[src/rtl/tpg_pkg.sv]
package tpg_pkg;

   typedef enum logic [2:0] {
      PAT_UNIFORM  = 3'd0,
      PAT_BITREV   = 3'd1,
      PAT_ENDSWAP  = 3'd2,
      PAT_INVERT   = 3'd3,
      PAT_ROTL     = 3'd4,
      PAT_HALFSWAP = 3'd5,
      PAT_RSV6     = 3'd6,
      PAT_RSV7     = 3'd7
   } pat_e;

   // Galois right-shift feedback masks for maximal-length sequences
   function automatic logic [63:0] lfsr_mask(input int width);
      case (width)
         8:       return 64'h0000_0000_0000_00B8;
         16:      return 64'h0000_0000_0000_B400;
         24:      return 64'h0000_0000_00E1_0000;
         32:      return 64'h0000_0000_8020_0003;
         default: return 64'h0;
      endcase
   endfunction

   function automatic bit lfsr_width_ok(input int width);
      return (width == 8) || (width == 16) || (width == 24) || (width == 32);
   endfunction

endpackage

[src/rtl/tpg_lfsr.sv]
module tpg_lfsr #(
   parameter int          W    = 16,
   parameter logic [63:0] SEED = 64'hACE1
) (
   input  logic         clk,
   input  logic         rst_n,
   output logic [W-1:0] state
);
   import tpg_pkg::*;

   localparam logic [W-1:0] MASK     = W'(lfsr_mask(W));
   localparam logic [W-1:0] SEED_W   = W'(SEED);

   if (!lfsr_width_ok(W)) begin : g_bad_width
      $error("tpg_lfsr: unsupported width");
   end
   if (SEED_W == '0) begin : g_bad_seed
      $error("tpg_lfsr: seed must be nonzero");
   end

   logic [W-1:0] nxt;

   always_comb begin
      nxt = state >> 1;
      if (state[0]) nxt = nxt ^ MASK;
   end

   always_ff @(posedge clk or negedge rst_n) begin
      if (!rst_n) state <= SEED_W;
      else        state <= nxt;
   end

endmodule

[src/rtl/tpg_gate.sv]
module tpg_gate #(
   parameter int LFSR_W = 16,
   parameter int LOAD_W = 8
) (
   input  logic [LFSR_W-1:0] rnd,
   input  logic [LOAD_W-1:0] load_thr,
   output logic              inject
);
   localparam int TOP = LFSR_W - 1;

   if (LOAD_W > LFSR_W || LOAD_W < 1) begin : g_bad_load
      $error("tpg_gate: LOAD_W must be between 1 and LFSR_W");
   end

   logic [LOAD_W-1:0] sample;
   assign sample = rnd[TOP -: LOAD_W];
   assign inject = (sample < load_thr);

endmodule

[src/rtl/tpg_permute.sv]
module tpg_permute #(
   parameter int ADDR_W = 6,
   parameter int LFSR_W = 16
) (
   input  tpg_pkg::pat_e      mode,
   input  logic [ADDR_W-1:0]  src,
   input  logic [LFSR_W-1:0]  rnd,
   output logic [ADDR_W-1:0]  dest,
   output logic               pat_ok
);
   import tpg_pkg::*;

   localparam int HALF = ADDR_W / 2;
   localparam int MSB  = ADDR_W - 1;

   if (ADDR_W < 2 || (ADDR_W % 2) != 0) begin : g_bad_addr
      $error("tpg_permute: ADDR_W must be even and at least 2");
   end
   if (LFSR_W < ADDR_W) begin : g_bad_rnd
      $error("tpg_permute: LFSR_W must cover ADDR_W");
   end

   logic [ADDR_W-1:0] d_rev, d_end, d_inv, d_rot, d_half, d_uni;

   for (genvar i = 0; i < ADDR_W; i++) begin : g_rev
      assign d_rev[i] = src[MSB-i];
   end

   for (genvar i = 0; i < ADDR_W; i++) begin : g_end
      if (i == 0) begin : g_lo
         assign d_end[i] = src[MSB];
      end else if (i == MSB) begin : g_hi
         assign d_end[i] = src[0];
      end else begin : g_mid
         assign d_end[i] = src[i];
      end
   end

   for (genvar i = 0; i < ADDR_W; i++) begin : g_rot
      assign d_rot[i] = src[(i + MSB) % ADDR_W];
   end

   for (genvar i = 0; i < ADDR_W; i++) begin : g_half
      assign d_half[i] = src[(i + HALF) % ADDR_W];
   end

   assign d_inv = ~src;
   assign d_uni = rnd[ADDR_W-1:0];

   always_comb begin
      pat_ok = 1'b1;
      unique case (mode)
         PAT_UNIFORM:  dest = d_uni;
         PAT_BITREV:   dest = d_rev;
         PAT_ENDSWAP:  dest = d_end;
         PAT_INVERT:   dest = d_inv;
         PAT_ROTL:     dest = d_rot;
         PAT_HALFSWAP: dest = d_half;
         default: begin
            dest   = '0;
            pat_ok = 1'b0;
         end
      endcase
   end

endmodule

[src/rtl/tpg_issue.sv]
module tpg_issue #(
   parameter int ADDR_W = 6,
   parameter int CNT_W  = 16
) (
   input  logic              clk,
   input  logic              rst_n,
   input  logic              fire,
   input  logic [ADDR_W-1:0] cand_dest,
   input  logic              pkt_ready,
   output logic              pkt_valid,
   output logic [ADDR_W-1:0] pkt_dest,
   output logic [CNT_W-1:0]  pkt_count,
   output logic              slot_free
);
   logic accept;

   assign slot_free = !pkt_valid || pkt_ready;
   assign accept    = pkt_valid && pkt_ready;

   always_ff @(posedge clk or negedge rst_n) begin
      if (!rst_n) begin
         pkt_valid <= 1'b0;
         pkt_dest  <= '0;
      end else if (slot_free) begin
         pkt_valid <= fire;
         if (fire) pkt_dest <= cand_dest;
      end
   end

   always_ff @(posedge clk or negedge rst_n) begin
      if (!rst_n)      pkt_count <= '0;
      else if (accept) pkt_count <= pkt_count + 1'b1;
   end

endmodule

[src/rtl/tpg_gen.sv]
module tpg_gen #(
   parameter int          ADDR_W = 6,
   parameter int          LFSR_W = 16,
   parameter int          LOAD_W = 8,
   parameter int          CNT_W  = 16,
   parameter logic [63:0] SEED   = 64'hACE1
) (
   input  logic              clk,
   input  logic              rst_n,
   input  logic [ADDR_W-1:0] src_addr,
   input  logic [2:0]        mode_sel,
   input  logic [LOAD_W-1:0] load_thr,
   input  logic              pkt_ready,
   output logic              pkt_valid,
   output logic [ADDR_W-1:0] pkt_dest,
   output logic [CNT_W-1:0]  pkt_count
);
   import tpg_pkg::*;

   if (CNT_W < 1) begin : g_bad_cnt
      $error("tpg_gen: CNT_W must be positive");
   end

   logic [LFSR_W-1:0] rnd;
   logic              inject;
   logic [ADDR_W-1:0] cand_dest;
   logic              pat_ok;
   logic              slot_free;
   logic              fire;
   pat_e              mode_q;

   // pattern select is latched only while nothing is outstanding
   always_ff @(posedge clk or negedge rst_n) begin
      if (!rst_n)          mode_q <= PAT_UNIFORM;
      else if (!pkt_valid) mode_q <= pat_e'(mode_sel);
   end

   tpg_lfsr #(.W(LFSR_W), .SEED(SEED)) u_lfsr (
      .clk   (clk),
      .rst_n (rst_n),
      .state (rnd)
   );

   tpg_gate #(.LFSR_W(LFSR_W), .LOAD_W(LOAD_W)) u_gate (
      .rnd      (rnd),
      .load_thr (load_thr),
      .inject   (inject)
   );

   tpg_permute #(.ADDR_W(ADDR_W), .LFSR_W(LFSR_W)) u_perm (
      .mode   (mode_q),
      .src    (src_addr),
      .rnd    (rnd),
      .dest   (cand_dest),
      .pat_ok (pat_ok)
   );

   assign fire = inject && pat_ok && (cand_dest != src_addr);

   tpg_issue #(.ADDR_W(ADDR_W), .CNT_W(CNT_W)) u_issue (
      .clk       (clk),
      .rst_n     (rst_n),
      .fire      (fire),
      .cand_dest (cand_dest),
      .pkt_ready (pkt_ready),
      .pkt_valid (pkt_valid),
      .pkt_dest  (pkt_dest),
      .pkt_count (pkt_count),
      .slot_free (slot_free)
   );

endmodule

[config.mk]
export PLATFORM = sky130hd
export DESIGN_NAME = tpg_gen
export DESIGN_NICKNAME = d
export VERILOG_FILES = /design/src/rtl/tpg_pkg.sv /design/src/rtl/tpg_lfsr.sv /design/src/rtl/tpg_gate.sv /design/src/rtl/tpg_permute.sv /design/src/rtl/tpg_issue.sv /design/src/rtl/tpg_gen.sv
export SDC_FILE = /design/constraint.sdc
export NUM_CORES = 1
export LEC_CHECK = 0
export BUFFER_PORTS_ARGS = -buffer_cell sky130_fd_sc_hd__buf_4
export CAP_MARGIN = 40
export CORE_MARGIN = 8
export CORE_UTILIZATION = 60
export CTS_BUF_LIST = sky130_fd_sc_hd__clkbuf_2
export DETAILED_ROUTE_END_ITERATION = 10
export GPL_TIMING_DRIVEN = 0
export PLACE_DENSITY = 0.85
export SETUP_SLACK_MARGIN = 0.1
export SYNTH_ARGS = -nofsm -noshare
export SYNTH_HDL_FRONTEND = slang
export SYNTH_SLANG_ARGS = --single-unit
[constraint.sdc]
create_clock -name clk -period 6.9 [get_ports clk]
set_input_delay 0 -clock clk [delete_from_list [all_inputs] [get_ports clk]]
set_output_delay 0 -clock clk [all_outputs]
set_load 0.02 [all_outputs]
**Word level (Yosys, flattened, before mapping)**

Cells that the tools add are included.
W data, S select, Z words.

- Muxes and demuxes: 3
- Order comparisons: 1
- Reduce and logical (&&, ||, !) cells: 8
- Bitwise logic cells: 2
- Add/sub/neg operators: 1
- Equal/unequal tests: 6

Operators by type and width:

| operator | number |
|---|---|
| $pmux W6 S6 | 1 |
| $add A16 B1 Y16 const B | 1 |
| $mux W16 | 1 |
| $lt A8 B8 Y1 | 1 |
| $eq A3 B2 Y1 const B | 2 |
| $eq A3 B3 Y1 const B | 2 |
| $ne A6 B6 Y1 | 1 |
| $not A6 Y6 | 1 |
| $reduce_or A6 Y1 | 1 |
| $not A3 Y4 | 1 |
| $eq A3 B1 Y1 const B | 1 |
| $logic_and A1 B1 Y1 | 3 |
| $logic_not A3 Y1 | 1 |
| $reduce_and A2 Y1 | 1 |
| $logic_not A1 Y1 | 1 |
| $logic_or A1 B1 Y1 | 1 |
| $mux W1 | 1 |

- Register bits: 42
- Logic and storage cells: 26
- Input port bits: 20
- Output and inout bits: 23

**Logic depth before layout (Yosys ltp)**

Gate-level depths: netlist (run 1).

- Depth after elaboration: 6
- Mapped depth: 10
- Mapped depth without buffers: 9

**Hierarchy**

Synthesis (run 1) repeated with hierarchy kept, for this count alone.

- Cells, all modules: 194
- Area total of the unflattened synthesis: 2213.4 um2

Modules (own cells, without submodules):

| module | area an instance (um2) | seq. area each (um2) | cells each | times used |
|---|---|---|---|---|
| tpg_issue | 979.7 | 575.6 | 77 | 1 |
| tpg_lfsr | 534.3 | 410.4 | 32 | 1 |
| tpg_permute | 345.3 | 0.0 | 45 | 1 |
| tpg_gen | 177.7 | 75.1 | 15 | 1 |
| tpg_gate | 176.4 | 0.0 | 25 | 1 |

**Worst setup path before layout (run 1)**

No wires, ideal clock.

- Path kind: register to register
- From: register mode_q[2]
- To: register u_issue.pkt_dest[0]
- Required time: 6775 ps
- Data arrival time: 2468 ps
- Cell stages (with the launch flop): 9
- Slack: 4307 ps
- Path through: dfrtp_1 -> buf_4 -> nand2b_1 -> mux2i_1 -> mux2i_1 -> or4_1 -> or4_4 -> nand3_4 -> mux2_4

- Cells in the longest elaborated chain, start to end: 6
- Elaborated cells on any way between the ends: 13

Ends and longest elaborated chain:

| item | line | text |
|---|---|---|
| from (decl) | tpg_gen.sv:30 | `pat_e mode_q;` |
| from (signal assigned) | tpg_gen.sv:35 | `else if (!pkt_valid) mode_q <= pat_e'(mode_sel);` |
| branches (longest 6 deep; another with $pmux W6 S6) | -- |  |
| to (signal assigned) | tpg_issue.sv:26 | `if (fire) pkt_dest <= cand_dest;` |
| to (decl) | tpg_issue.sv:11 | `output logic [ADDR_W-1:0] pkt_dest,` |

Several ways; the timed one is not identified.
A chain may end at the register's enable or synchronous reset.

**Worst setup path after layout (run 1)**

- From: register mode_q[2]
- To: register u_issue.pkt_dest[2]

The elaborated chain is that of the path after synthesis.

==> implementation parameters, run 1 <==
Parameter                              Value

Clock network
  Number of H-tree levels ... 2
  Setup fix buffers added after clock tree synthesis ... 0
  Num CTS Buffers ... 5
  Clock transition time at the flip-flop clock pins of the worst setup and hold paths ... 190 ps
  Worst-case clock buffer depth ... 2
  CTS hold repair buffers ... 5
  Clock latency on the worst-skew pair ... 380 ps
  TritonCTS clock tree ... built
  Number of sinks driven by the clock tree ... 42
  Buffer type at the clock tree root ... clkbuf_2
  Count of cells resized by post-cts repair ... 0

Logic synthesis
  Top cell type by total area after synthesis ... dfrtp_1
  Cell count after synthesis ... 216
  Biggest area contributors in the synthesized netlist ... dfrtp_1 (37%), dfstp_2 (9.2%), xnor2_1 (5.0%)
  Share of synthesized registers carrying an async set or reset ... 1.000
  Seq cells post-synth ... 42
  Post-synthesis cell area ... 2282 um2
  Number of distinct standard cells referenced by the synthesized netlist ... 46
  Synthesized net count ... 244
  Part of the Yosys area used for sequential elements ... 0.4649
  Synthesized area divided by synthesized cell count ... 10.57 um2
  Count of flip-flops with a built-in enable after synthesis ... 0
  Synth top area share ... 0.3728
  Warnings from Yosys ... 0
  Main flop type after synthesis ... dfrtp_1

Cells and area
  Filler cell count ... 268
  Synthesis-to-finish area growth ... 20.01%
  Antenna diode count ... 0
  Register area ... 1061 um2
  Share of final-layout standard cells stronger than drive strength 1 ... 0.2778
  Fin util ... 0.7481
  Area occupied by multi-input gates ... 1120 um2
  Final layout net count ... 297

Global route
  First-pass GRT wire length ... 8790 um
  Leftover overflow at the end of global routing ... 0
  Total routing resource utilization after global routing ... 0.1777
  Vias in the first global route ... 1,842
  Number of antenna violations at the first check in global routing ... 0
  Largest net degree at the start of global routing ... 43

Detailed routing
  Top routing layer in use ... met4
  Iteration-0 DRC Markers ... 184
  Avg WL per Cell ... 15.91 um
  Detailed-routed wire length on met2 ... 2401 um
  Remaining number of nets flagged by the antenna check after routing ... 0
  Number of detailed-routing iterations run before antenna repair ... 4
  Wl on met1 ... 2185 um
  DRC viols ... 0
  Via count of the routed design ... 1,847
  Met3 routed WL ... 396 um
  Vias per Instance ... 5.808
  Routed Wire Length ... 5060 um

Placed design
  Port buffer count ... 41
  Detailed placement HPWL ... 3630 um
  Weighted congestion reported at the end of routability-driven placement ... 0.9121

Pwr
  Clock share of power ... 0.104
  Internal cell power ... 0.0005423 W
  Leak Pwr ... 1.352 nW
  Switching power summed over all nets ... 0.0004021 W
  Worst-case vdd ir drop ... 0.0002519 V
  Combinational cell fraction of total power ... 0.533
  Power per unit of standard cell area ... 344.8 nW/um2
  Design Power ... 0.0009443 W
  Switching power share of the total ... 0.4258
  Relative contribution of sequential cells to total power ... 0.363

Setup path
  Crit. Startpoint ... mode_q[2]
  Worst-case reg-to-reg path depth ... 8
  WP data required ... 7190 ps
  Start of the worst register-to-register path ... mode_q[2]
  Worst r2r dst ... u_issue.pkt_dest[2]
  Endpoint arrival time on the critical path ... 3170 ps
  Category of the most critical setup path ... reg -> reg
  Critical Path Fanout Max ... 10
  Sort of element at the end of the critical path ... register
  Worst setup path endpoint ... u_issue.pkt_dest[2]
  Kind of start point of the critical path ... register
  Worst reg2reg setup slack ... 4020 ps

Die
  Die Footprint ... 6033 um2
  Height of the die ... 77.68 um
  Die boundary width ... 77.68 um
  Core region area ... 3661 um2
  Effective utilization at floorplan ... 0.6234
  Number of standard-cell rows in the floorplan ... 22
  # IOs ... 43

STA
  Hold_ws ... 57.77 ps
  Time the final worst path needs with I/O delays and setup ... 2884 ps
  Post-route fraction of the period consumed by the critical path ... 0.4179
  TNS Setup ... 0 ps
  Unrepaired setup endpoints after global routing ... no
  Maximum operating frequency ... 346.8 MHz
  Slew headroom ... 0.5537
  Hold Vio Cnt, Final ... 0
  Slew at the pin closest to its max-slew limit ... 663.3 ps
  Number of setup violations in the final report ... 0
  Pins over their slew limit ... 0
  Clock skew ... 12.57 ps

Outcome
  Result of the run ... finished, final reports clean

Run
  Maximum capacitance violations ... 0

Worst hold path
  Hold crit path type ... in -> reg
## layout make-up
type | count | share of cell area
Buffer | 8 | 0.01508
Clock buffer | 6 | 0.01096
Clock inverter | 2 | 0.003198
Inverter | 16 | 0.02193
Multi-Input combinational cell | 150 | 0.4089
Sequential cell | 42 | 0.3874
Tap cell | 48 | 0.02193
Timing Repair Buffer | 46 | 0.1307
## power groups by stage
stage / sequential (W) / clock (W) / combinational (W)
2_1_floorplan: 0.000381 / 0 / 0.000307
4_1_cts: 0.000342 / 0.000100 / 0.000498
3_3_place_gp: 0.000344 / 0 / 0.000486
6_report: 0.000343 / 0.0000978 / 0.000503
5_1_grt: 0.000352 / 0.000112 / 0.000553
3_5_place_dp: 0.000346 / 0 / 0.000495
## synth_stat cells (2+ instances only)
| library cell | count |
|---|---|
| nor3b_1 | 2 |
| and2_1 | 3 |
| mux2i_1 | 6 |
| dfrtp_1 | 34 |
| ha_1 | 8 |
| a221o_1 | 4 |
| a211o_1 | 2 |
| a221oi_1 | 3 |
| nor2b_1 | 5 |
| nand2_1 | 15 |
| o21ai_0 | 9 |
| xnor2_1 | 13 |
| nor2_1 | 3 |
| nand2b_1 | 4 |
| a211oi_1 | 2 |
| nand4_1 | 4 |
| mux2_2 | 6 |
| mux2_4 | 3 |
| nor4b_1 | 2 |
| o22ai_1 | 2 |
| buf_2 | 6 |
| dfstp_2 | 8 |
| a21oi_1 | 12 |
| and3_1 | 4 |
| nand3b_1 | 2 |
| nor3_1 | 5 |
| nor4_1 | 3 |
| and4_1 | 2 |
| inv_1 | 16 |
| nand3_1 | 6 |
| xor2_1 | 7 |
## registers in the layout, summed over array words and instances (netlist names)
signal	cells
u_issue.pkt_valid	1
u_issue.pkt_dest	6
mode_q	3
u_issue.pkt_count	16
u_lfsr.state	16
## metrics by stage
step | area [um2] | instances | setup slack (ps)
2_1_floorplan | 2282 | 216 | 4307
3_3_place_gp | 2650 | 305 | 4088
3_5_place_dp | 2650 | 305 | 4050
4_1_cts | 2739 | 318 | 4038
5_1_grt | 2739 | 318 | 3901
6_report | 2739 | 318 | 4016
## kinds of logic after synthesis
| logic type | count (synthesis) | share of synthesized area |
|---|---|---|
| xor gates and xnor gates | 20 | 0.07676 |
| buffers and inverters | 24 | 0.04441 |
| adders and majority gates | 8 | 0.04386 |
| muxes | 15 | 0.07566 |
| AOI/OAI and AO/OA | 43 | 0.1288 |
| DFF | 42 | 0.4649 |
| and+or+nand+nor | 64 | 0.1656 |
## placed cells by master (no fill, tap or decap), drive strengths merged, types with 4 or more instances in the layout
cell,instances
and3,4
dlygate4sd3,5
nand3,7
inv,16
dfstp,8
a21oi,12
buf,49
clkbuf,6
a221o,4
ha,8
o21ai,9
nor3,5
dfrtp,34
xor2,7
nand2,15
xnor2,13
nand4,4
mux2,9
nor2b,5
mux2i,6
nand2b,4
## worst max-delay path, cell delays in order (launching register included)
cell	delay [ps]
dfrtp_1	470
buf_4	210
nand2b_1	270
mux2i_1	220
mux2i_1	80
or4_1	540
or4_4	560
nand3_4	140
mux2_4	310
## routing by layer
layer | GRT usage | vias up
met5 | 0 | -
met4 | 0.06226 | 0
met3 | 0.05760 | 8
met2 | 0.2723 | 70
met1 | 0.2296 | 879
li1 | - | 890
## how the worst min path moves through the flow
| stage | slack, ps | from | cells after the start | end |
|---|---|---|---|---|
| 2_1_floorplan | -300 | rst_n | 0 | mode_q[0] |
| 3_3_place_gp | 5 | rst_n | 1 | u_lfsr.state[9] |
| 3_5_place_dp | 7 | rst_n | 1 | u_lfsr.state[12] |
| 4_1_cts | 40 | src_addr[5] | 4 | u_issue.pkt_dest[5] |
| 5_1_grt | 70 | src_addr[5] | 4 | u_issue.pkt_dest[5] |
| 6_report | 60 | src_addr[5] | 4 | u_issue.pkt_dest[5] |
No activity file was read; power rests on OpenSTA's default activity.
==> run 2, diff against run 1 <==
--- a/config.mk
+++ b/config.mk
@@ -8,11 +8,11 @@
 export BUFFER_PORTS_ARGS = -buffer_cell sky130_fd_sc_hd__buf_4
 export CAP_MARGIN = 40
 export CORE_MARGIN = 8
-export CORE_UTILIZATION = 60
+export CORE_UTILIZATION = 57
 export CTS_BUF_LIST = sky130_fd_sc_hd__clkbuf_2
 export DETAILED_ROUTE_END_ITERATION = 10
 export GPL_TIMING_DRIVEN = 0
-export PLACE_DENSITY = 0.85
+export PLACE_DENSITY = 0.82
 export SETUP_SLACK_MARGIN = 0.1
 export SYNTH_ARGS = -nofsm -noshare
 export SYNTH_HDL_FRONTEND = slang
==> constraint.sdc (replaced) <==
create_clock -name clk -period 2.76 [get_ports clk]
set_input_delay 0 -clock clk [delete_from_list [all_inputs] [get_ports clk]]
set_output_delay 0 -clock clk [all_outputs]
set_load 0.02 [all_outputs]
==> run 2 against run 1 <==
Effect of this change:
- die area increased by 4.2%
- clock skew decreased by 6.9 ps
- combinational power increased to 3.0 times the previous value
- clock power increased to 2.6 times the previous value
- largest power group unchanged
- flip-flop and latch count unchanged
- total power increased to 2.8 times the previous value
- via count increased by 2.6%
- critical path depth unchanged
- utilization increased by 0.25 points
- sequential share of layout area decreased by 2.5 points
- final area increased by 7.3%
==> implementation parameters, run 2 (synthesized netlist as in run 1, its figures left out) <==
Parameter                              Value

Outcome
  Result of the run ... finished, final reports clean

Die
  # IOs ... 43
  Height of the die ... 79.28 um
  Effective utilization at floorplan ... 0.5831
  Die boundary width ... 79.28 um
  Core region area ... 3914 um2
  Die Footprint ... 6285 um2
  Number of standard-cell rows in the floorplan ... 23

Global route
  Busiest grt layer ... met2
  First-pass GRT wire length ... 8983 um
  Largest net degree at the start of global routing ... 43
  Number of antenna violations at the first check in global routing ... 0
  Vias in the first global route ... 1,933
  Met1 GRT Util ... 0.2107
  Total routing resource utilization after global routing ... 0.1809
  Global routing usage on met3 ... 0.07449
  Leftover overflow at the end of global routing ... 0
  Met2 capacity usage during global routing ... 0.2827

Setup path
  Worst r2r dst ... u_issue.pkt_dest[0]
  Endpoint arrival time on the critical path ... 3060 ps
  WP data required ... 3070 ps
  Critical Path Fanout Max ... 6
  Sort of element at the end of the critical path ... register
  Critical path buffer and inverter count ... 1
  Top Family by Delay on Critical Path ... simple AND/OR/NAND/NOR gates
  Start of the worst register-to-register path ... mode_q[2]
  Worst-case reg-to-reg path depth ... 8
  Category of the most critical setup path ... reg -> reg
  Slowest Stage Delay on Critical Path ... 550 ps
  Kind of start point of the critical path ... register
  Cells along the critical path ... buf_6 > mux2_2 > a221o_1 > nor3_1 > nor3b_1 > or4_4 > nand3_4 > mux2_4
  Library cell contributing the largest single delay on the critical path ... or4_4
  Worst reg2reg setup slack ... 8 ps

STA
  Slew at the pin closest to its max-slew limit ... 661.3 ps
  Slew headroom ... 0.5551
  Hold Vio Cnt, Final ... 0
  Maximum operating frequency ... 363.4 MHz
  Clock skew ... 5.682 ps
  Final worst-path setup slack ... 7.917 ps
  Unrepaired setup endpoints after global routing ... yes
  Time the final worst path needs with I/O delays and setup ... 2752 ps
  TNS Setup ... 0 ps
  Post-route fraction of the period consumed by the critical path ... 0.9971
  Number of setup violations in the final report ... 0
  Pins over their slew limit ... 0
  Hold_ws ... 87.69 ps

Cells and area
  Share of final-layout standard cells stronger than drive strength 1 ... 0.3534
  Most common library cell in the layout ignoring fill and taps ... buf_4
  Antenna diode count ... 0
  Biggest registers after layout ... u_issue.pkt_count x16, u_lfsr.state x16, u_issue.pkt_dest x6
  Final layout net count ... 310
  Number of non-filler instances in the completed layout ... 333
  Synthesis-to-finish area growth ... 28.73%
  Commonest non-fill, non-tap cells in the layout ... buf_4 (52), dfrtp_1 (32), inv_1 (15), nand2_1 (15), xnor2_1 (13)

Placed design
  Detailed placement HPWL ... 3633 um
  Port buffer count ... 41
  Number of placed instances with taps included ... 307
  Setup slack at placement ... -60.13 ps
  Weighted congestion reported at the end of routability-driven placement ... 0.9344

Pwr
  Power per unit of standard cell area ... 898.8 nW/um2
  Leak Pwr ... 1.436 nW
  Design Power ... 0.002641 W
  Worst-case vdd ir drop ... 0.0004953 V

Clock network
  Worst-case clock buffer depth ... 2
  Buffer type at the clock tree root ... clkbuf_2
  Number of H-tree levels ... 2
  Number of sinks driven by the clock tree ... 42
  TritonCTS clock tree ... built
  Num CTS Buffers ... 5
  Clock latency on the worst-skew pair ... 400 ps
  Clock transition time at the flip-flop clock pins of the worst setup and hold paths ... 200 ps

Detailed routing
  Number of detailed-routing iterations run before antenna repair ... 7
  Routed Wire Length ... 5303 um
  Avg WL per Cell ... 15.92 um
  Via count of the routed design ... 1,895
  DRC viols ... 0
  Remaining number of nets flagged by the antenna check after routing ... 0
  Iteration-0 DRC Markers ... 134
  Vias per Instance ... 5.691

Run
  Maximum capacitance violations ... 0

Worst hold path
  Hold crit path type ... in -> async
[run 2: cell types whose count changed in the layout (fill, tap and decap cells not counted), moves of 2 or more]
cell        previous run  this run
a221oi_1               3         1
a221oi_2               0         2
buf_2                  6         3
buf_4                 42        52
buf_6                  0         3
clkbuf_4               0         2
clkinvlp_4             0         2
dfrtp_1               34        32
dfrtp_2                0         2
nor2_1                 3         1
nor2b_1                5         3
[run 2: final cells by class]
cell class | count | area, um2
tap | 50 | 62.56
clock buffer | 5 | 25.02
clock inverter | 3 | 16.27
inverter | 16 | 63.81
multi-input combinational | 150 | 1172
buffer | 8 | 63.81
timing repair buffer | 59 | 470.5
sequential | 42 | 1064
fill | 312 | 975.9
[run 2: worst max path at each step]
stage | cells after the start | slack, ps | to | startpoint
2_1_floorplan | 8 | 170 | u_issue.pkt_dest[0] | mode_q[2]
3_3_place_gp | 8 | -20 | u_issue.pkt_dest[2] | mode_q[2]
3_5_place_dp | 8 | -60 | u_issue.pkt_dest[0] | mode_q[2]
4_1_cts | 8 | 80 | u_issue.pkt_dest[0] | mode_q[2]
5_1_grt | 8 | -30 | u_issue.pkt_dest[2] | mode_q[2]
6_report | 8 | 8 | u_issue.pkt_dest[0] | mode_q[2]
[run 2: worst register-to-register path: cells and delay by family, from the launching register on]
kind / cells / cell delay [ps]
AND/OR/NAND/NOR: 4 / 1040
AO/OA/AOI/OAI: 1 / 440
flip-flops: 1 / 420
buffers and inverters: 1 / 120
multiplexers: 2 / 650
[run 2: what timing repair did]
action,CTS,global route
hold buffers,6,0
setup endpoints to repair,6,6
gates cloned,0,0
gates resized for setup,16,9
pin swaps,5,6
endpoints found under the hold margin,49,0
setup buffers,10,2
[run 2: metal layers]
metal	up-vias	wire length [um]
li1	908	-
met1	900	2190
met2	75	2564
met3	12	427
met4	0	121
met5	-	0
[run 2: report_power, final]
part	switching [W]	total, W	internal [W]
sequential	0.000125	0.000860	0.000736
clock	0.000194	0.000252	0.0000577
combinational	0.000778	0.00153	0.000750
total	0.00110	0.00264	0.00154
[run 2: metrics by stage]
step	cell area [um2]	util
2_1_floorplan	2282	-
3_3_place_gp	2653	0.6777
3_5_place_dp	2653	0.6777
4_1_cts	2894	0.7395
5_1_grt	2938	0.7506
6_report	2938	0.7506
==> run 3, diff against run 2 <==
--- a/config.mk
+++ b/config.mk
@@ -12,7 +12,7 @@
 export CTS_BUF_LIST = sky130_fd_sc_hd__clkbuf_2
 export DETAILED_ROUTE_END_ITERATION = 10
 export GPL_TIMING_DRIVEN = 0
-export PLACE_DENSITY = 0.82
+export PLACE_DENSITY = 0.83
 export SETUP_SLACK_MARGIN = 0.1
 export SYNTH_ARGS = -nofsm -noshare
 export SYNTH_HDL_FRONTEND = slang
==> run 3 against run 2 <==
Effect of this change:
- first-iteration DRC count grew 3.0%
- non-clock buffer count shrank 6
- critical path depth is the same
==> implementation parameters, run 3 (synthesized netlist as in run 1, its figures left out) <==
Parameter                              Value

Outcome
  Result of the run ... finished, final reports clean

Clock network
  Worst-case clock buffer depth ... 2
  Buffer type at the clock tree root ... clkbuf_2
  Number of H-tree levels ... 2
  Clock latency on the worst-skew pair ... 410 ps
  Clock transition time at the flip-flop clock pins of the worst setup and hold paths ... 200 ps
  Num CTS Buffers ... 5
  Number of sinks driven by the clock tree ... 42
  TritonCTS clock tree ... built

Detailed routing
  Avg WL per Cell ... 16.61 um
  Via count of the routed design ... 1,903
  Routed Wire Length ... 5430 um
  DRC viols ... 0
  Vias per Instance ... 5.820
  Number of detailed-routing iterations run before antenna repair ... 4
  Iteration-0 DRC Markers ... 138
  Remaining number of nets flagged by the antenna check after routing ... 0

Setup path
  Kind of start point of the critical path ... register
  Critical Path Fanout Max ... 10
  Cells along the critical path ... buf_2 > buf_4 > nor3_1 > a2111oi_2 > nor4_1 > or4_4 > nand3_4 > mux2_4
  Endpoint arrival time on the critical path ... 2970 ps
  Category of the most critical setup path ... reg -> reg
  Slowest Stage Delay on Critical Path ... 580 ps
  Library cell contributing the largest single delay on the critical path ... or4_4
  Sort of element at the end of the critical path ... register
  WP data required ... 3070 ps

STA
  Unrepaired setup endpoints after global routing ... yes
  Maximum operating frequency ... 375.9 MHz
  Clock skew ... 16.02 ps
  Hold Vio Cnt, Final ... 0
  Number of setup violations in the final report ... 0
  Post-route fraction of the period consumed by the critical path ... 0.9639
  Slew at the pin closest to its max-slew limit ... 673.9 ps
  Slew headroom ... 0.5466
  TNS Setup ... 0 ps
  Time the final worst path needs with I/O delays and setup ... 2660 ps
  Pins over their slew limit ... 0

Placed design
  Detailed placement HPWL ... 3644 um
  Weighted congestion reported at the end of routability-driven placement ... 0.9111
  Port buffer count ... 41
  Number of placed instances with taps included ... 307
  Instance area after placement ... 2653 um2

Pwr
  Worst-case vdd ir drop ... 0.0005680 V
  Leak Pwr ... 1.413 nW
  Design Power ... 0.002603 W
  Power per unit of standard cell area ... 904.9 nW/um2

Die
  Core region area ... 3914 um2
  # IOs ... 43
  Effective utilization at floorplan ... 0.5831
  Die Footprint ... 6285 um2
  Die boundary width ... 79.28 um
  Number of standard-cell rows in the floorplan ... 23
  Height of the die ... 79.28 um

Cells and area
  Synthesis-to-finish area growth ... 26.04%
  Antenna diode count ... 0
  Post-route cell area ... 2877 um2
  Biggest registers after layout ... u_issue.pkt_count x16, u_lfsr.state x16, u_issue.pkt_dest x6
  Most common library cell in the layout ignoring fill and taps ... buf_4
  Commonest non-fill, non-tap cells in the layout ... buf_4 (48), dfrtp_1 (33), inv_1 (15), nand2_1 (15), xnor2_1 (13)
  Share of final-layout standard cells stronger than drive strength 1 ... 0.3430
  Number of non-filler instances in the completed layout ... 327
  Fin util ... 0.7350
  Filler cell count ... 312
  Final layout net count ... 304

Global route
  Vias in the first global route ... 1,910
  Leftover overflow at the end of global routing ... 0
  Number of antenna violations at the first check in global routing ... 0
  First-pass GRT wire length ... 8728 um
  Total routing resource utilization after global routing ... 0.1735
  Largest net degree at the start of global routing ... 43

Run
  Maximum capacitance violations ... 0

Worst hold path
  Hold crit path type ... in -> reg
-- run 3: cell count changes in the layout (fill, tap and decap cells not counted), sizes merged --
cell,previous run,this run
buf,59,55
clkbuf,7,9
clkinv,2,0
clkinvlp,2,1
dlygate4sd3,6,5
-- run 3: layer usage --
layer  wire [um]  GRT usage
met1        2275     0.2218
met2        2595     0.2679
met3         450    0.05079
met4         109    0.07222
met5           0          0
-- run 3: what timing repair did --
item | CTS | global route
endpoints found under the setup margin | 6 | 6
hold buffers | 5 | 0
gates resized for setup | 10 | 15
pin swaps | 2 | 6
hold endpoints to repair | 47 | 0
buffers inserted | 2 | 5
-- run 3: path summary, 6_finish.rpt --
path | slack [ps] | from | end | cells after the start
max in group asynchronous | 2290 | rst_n | u_lfsr.state[11] | 2
min reg2reg | 370 | u_lfsr.state[6] | u_lfsr.state[5] | 0
min in group asynchronous | 90 | rst_n | u_issue.pkt_count[15] | 2
max reg2reg | 100 | mode_q[1] | u_issue.pkt_dest[2] | 8
max | 100 | mode_q[1] | u_issue.pkt_dest[2] | 8
min | 60 | src_addr[5] | u_issue.pkt_dest[5] | 4
-- run 3: where the power goes --
part           switching [W]  internal [W]  leakage, nW
Clock               0.000189     0.0000747       0.0332
Sequential          0.000121      0.000734        0.526
Combinational       0.000787      0.000697        0.854
-- run 3: critical path: cells and delay by family, from the launching register on --
kind	cells	cell delay [ps]
compound gates	1	410
simple gates	4	930
flops	1	460
mux	1	310
buf+inv	2	460
-- run 3: cell type report --
class,count,area (um2),area share
timing repair buffer,53,414.1,0.1440
sequential,42,1062,0.3693
tap,50,62.56,0.02175
multi-input combinational,150,1170,0.4067
inverter,16,63.81,0.02218
clock buffer,8,40.04,0.01392
buffer,8,63.81,0.02218
-- run 3: stage by stage --
step	hold slack, ps	setup slack [ps]
after floorplan	-295.6	166.6
after global placement	1.066	-33.93
after detailed placement	10.63	-54.55
after CTS	22.63	102.7
after global routing	37.06	46.01
final	55.87	99.57
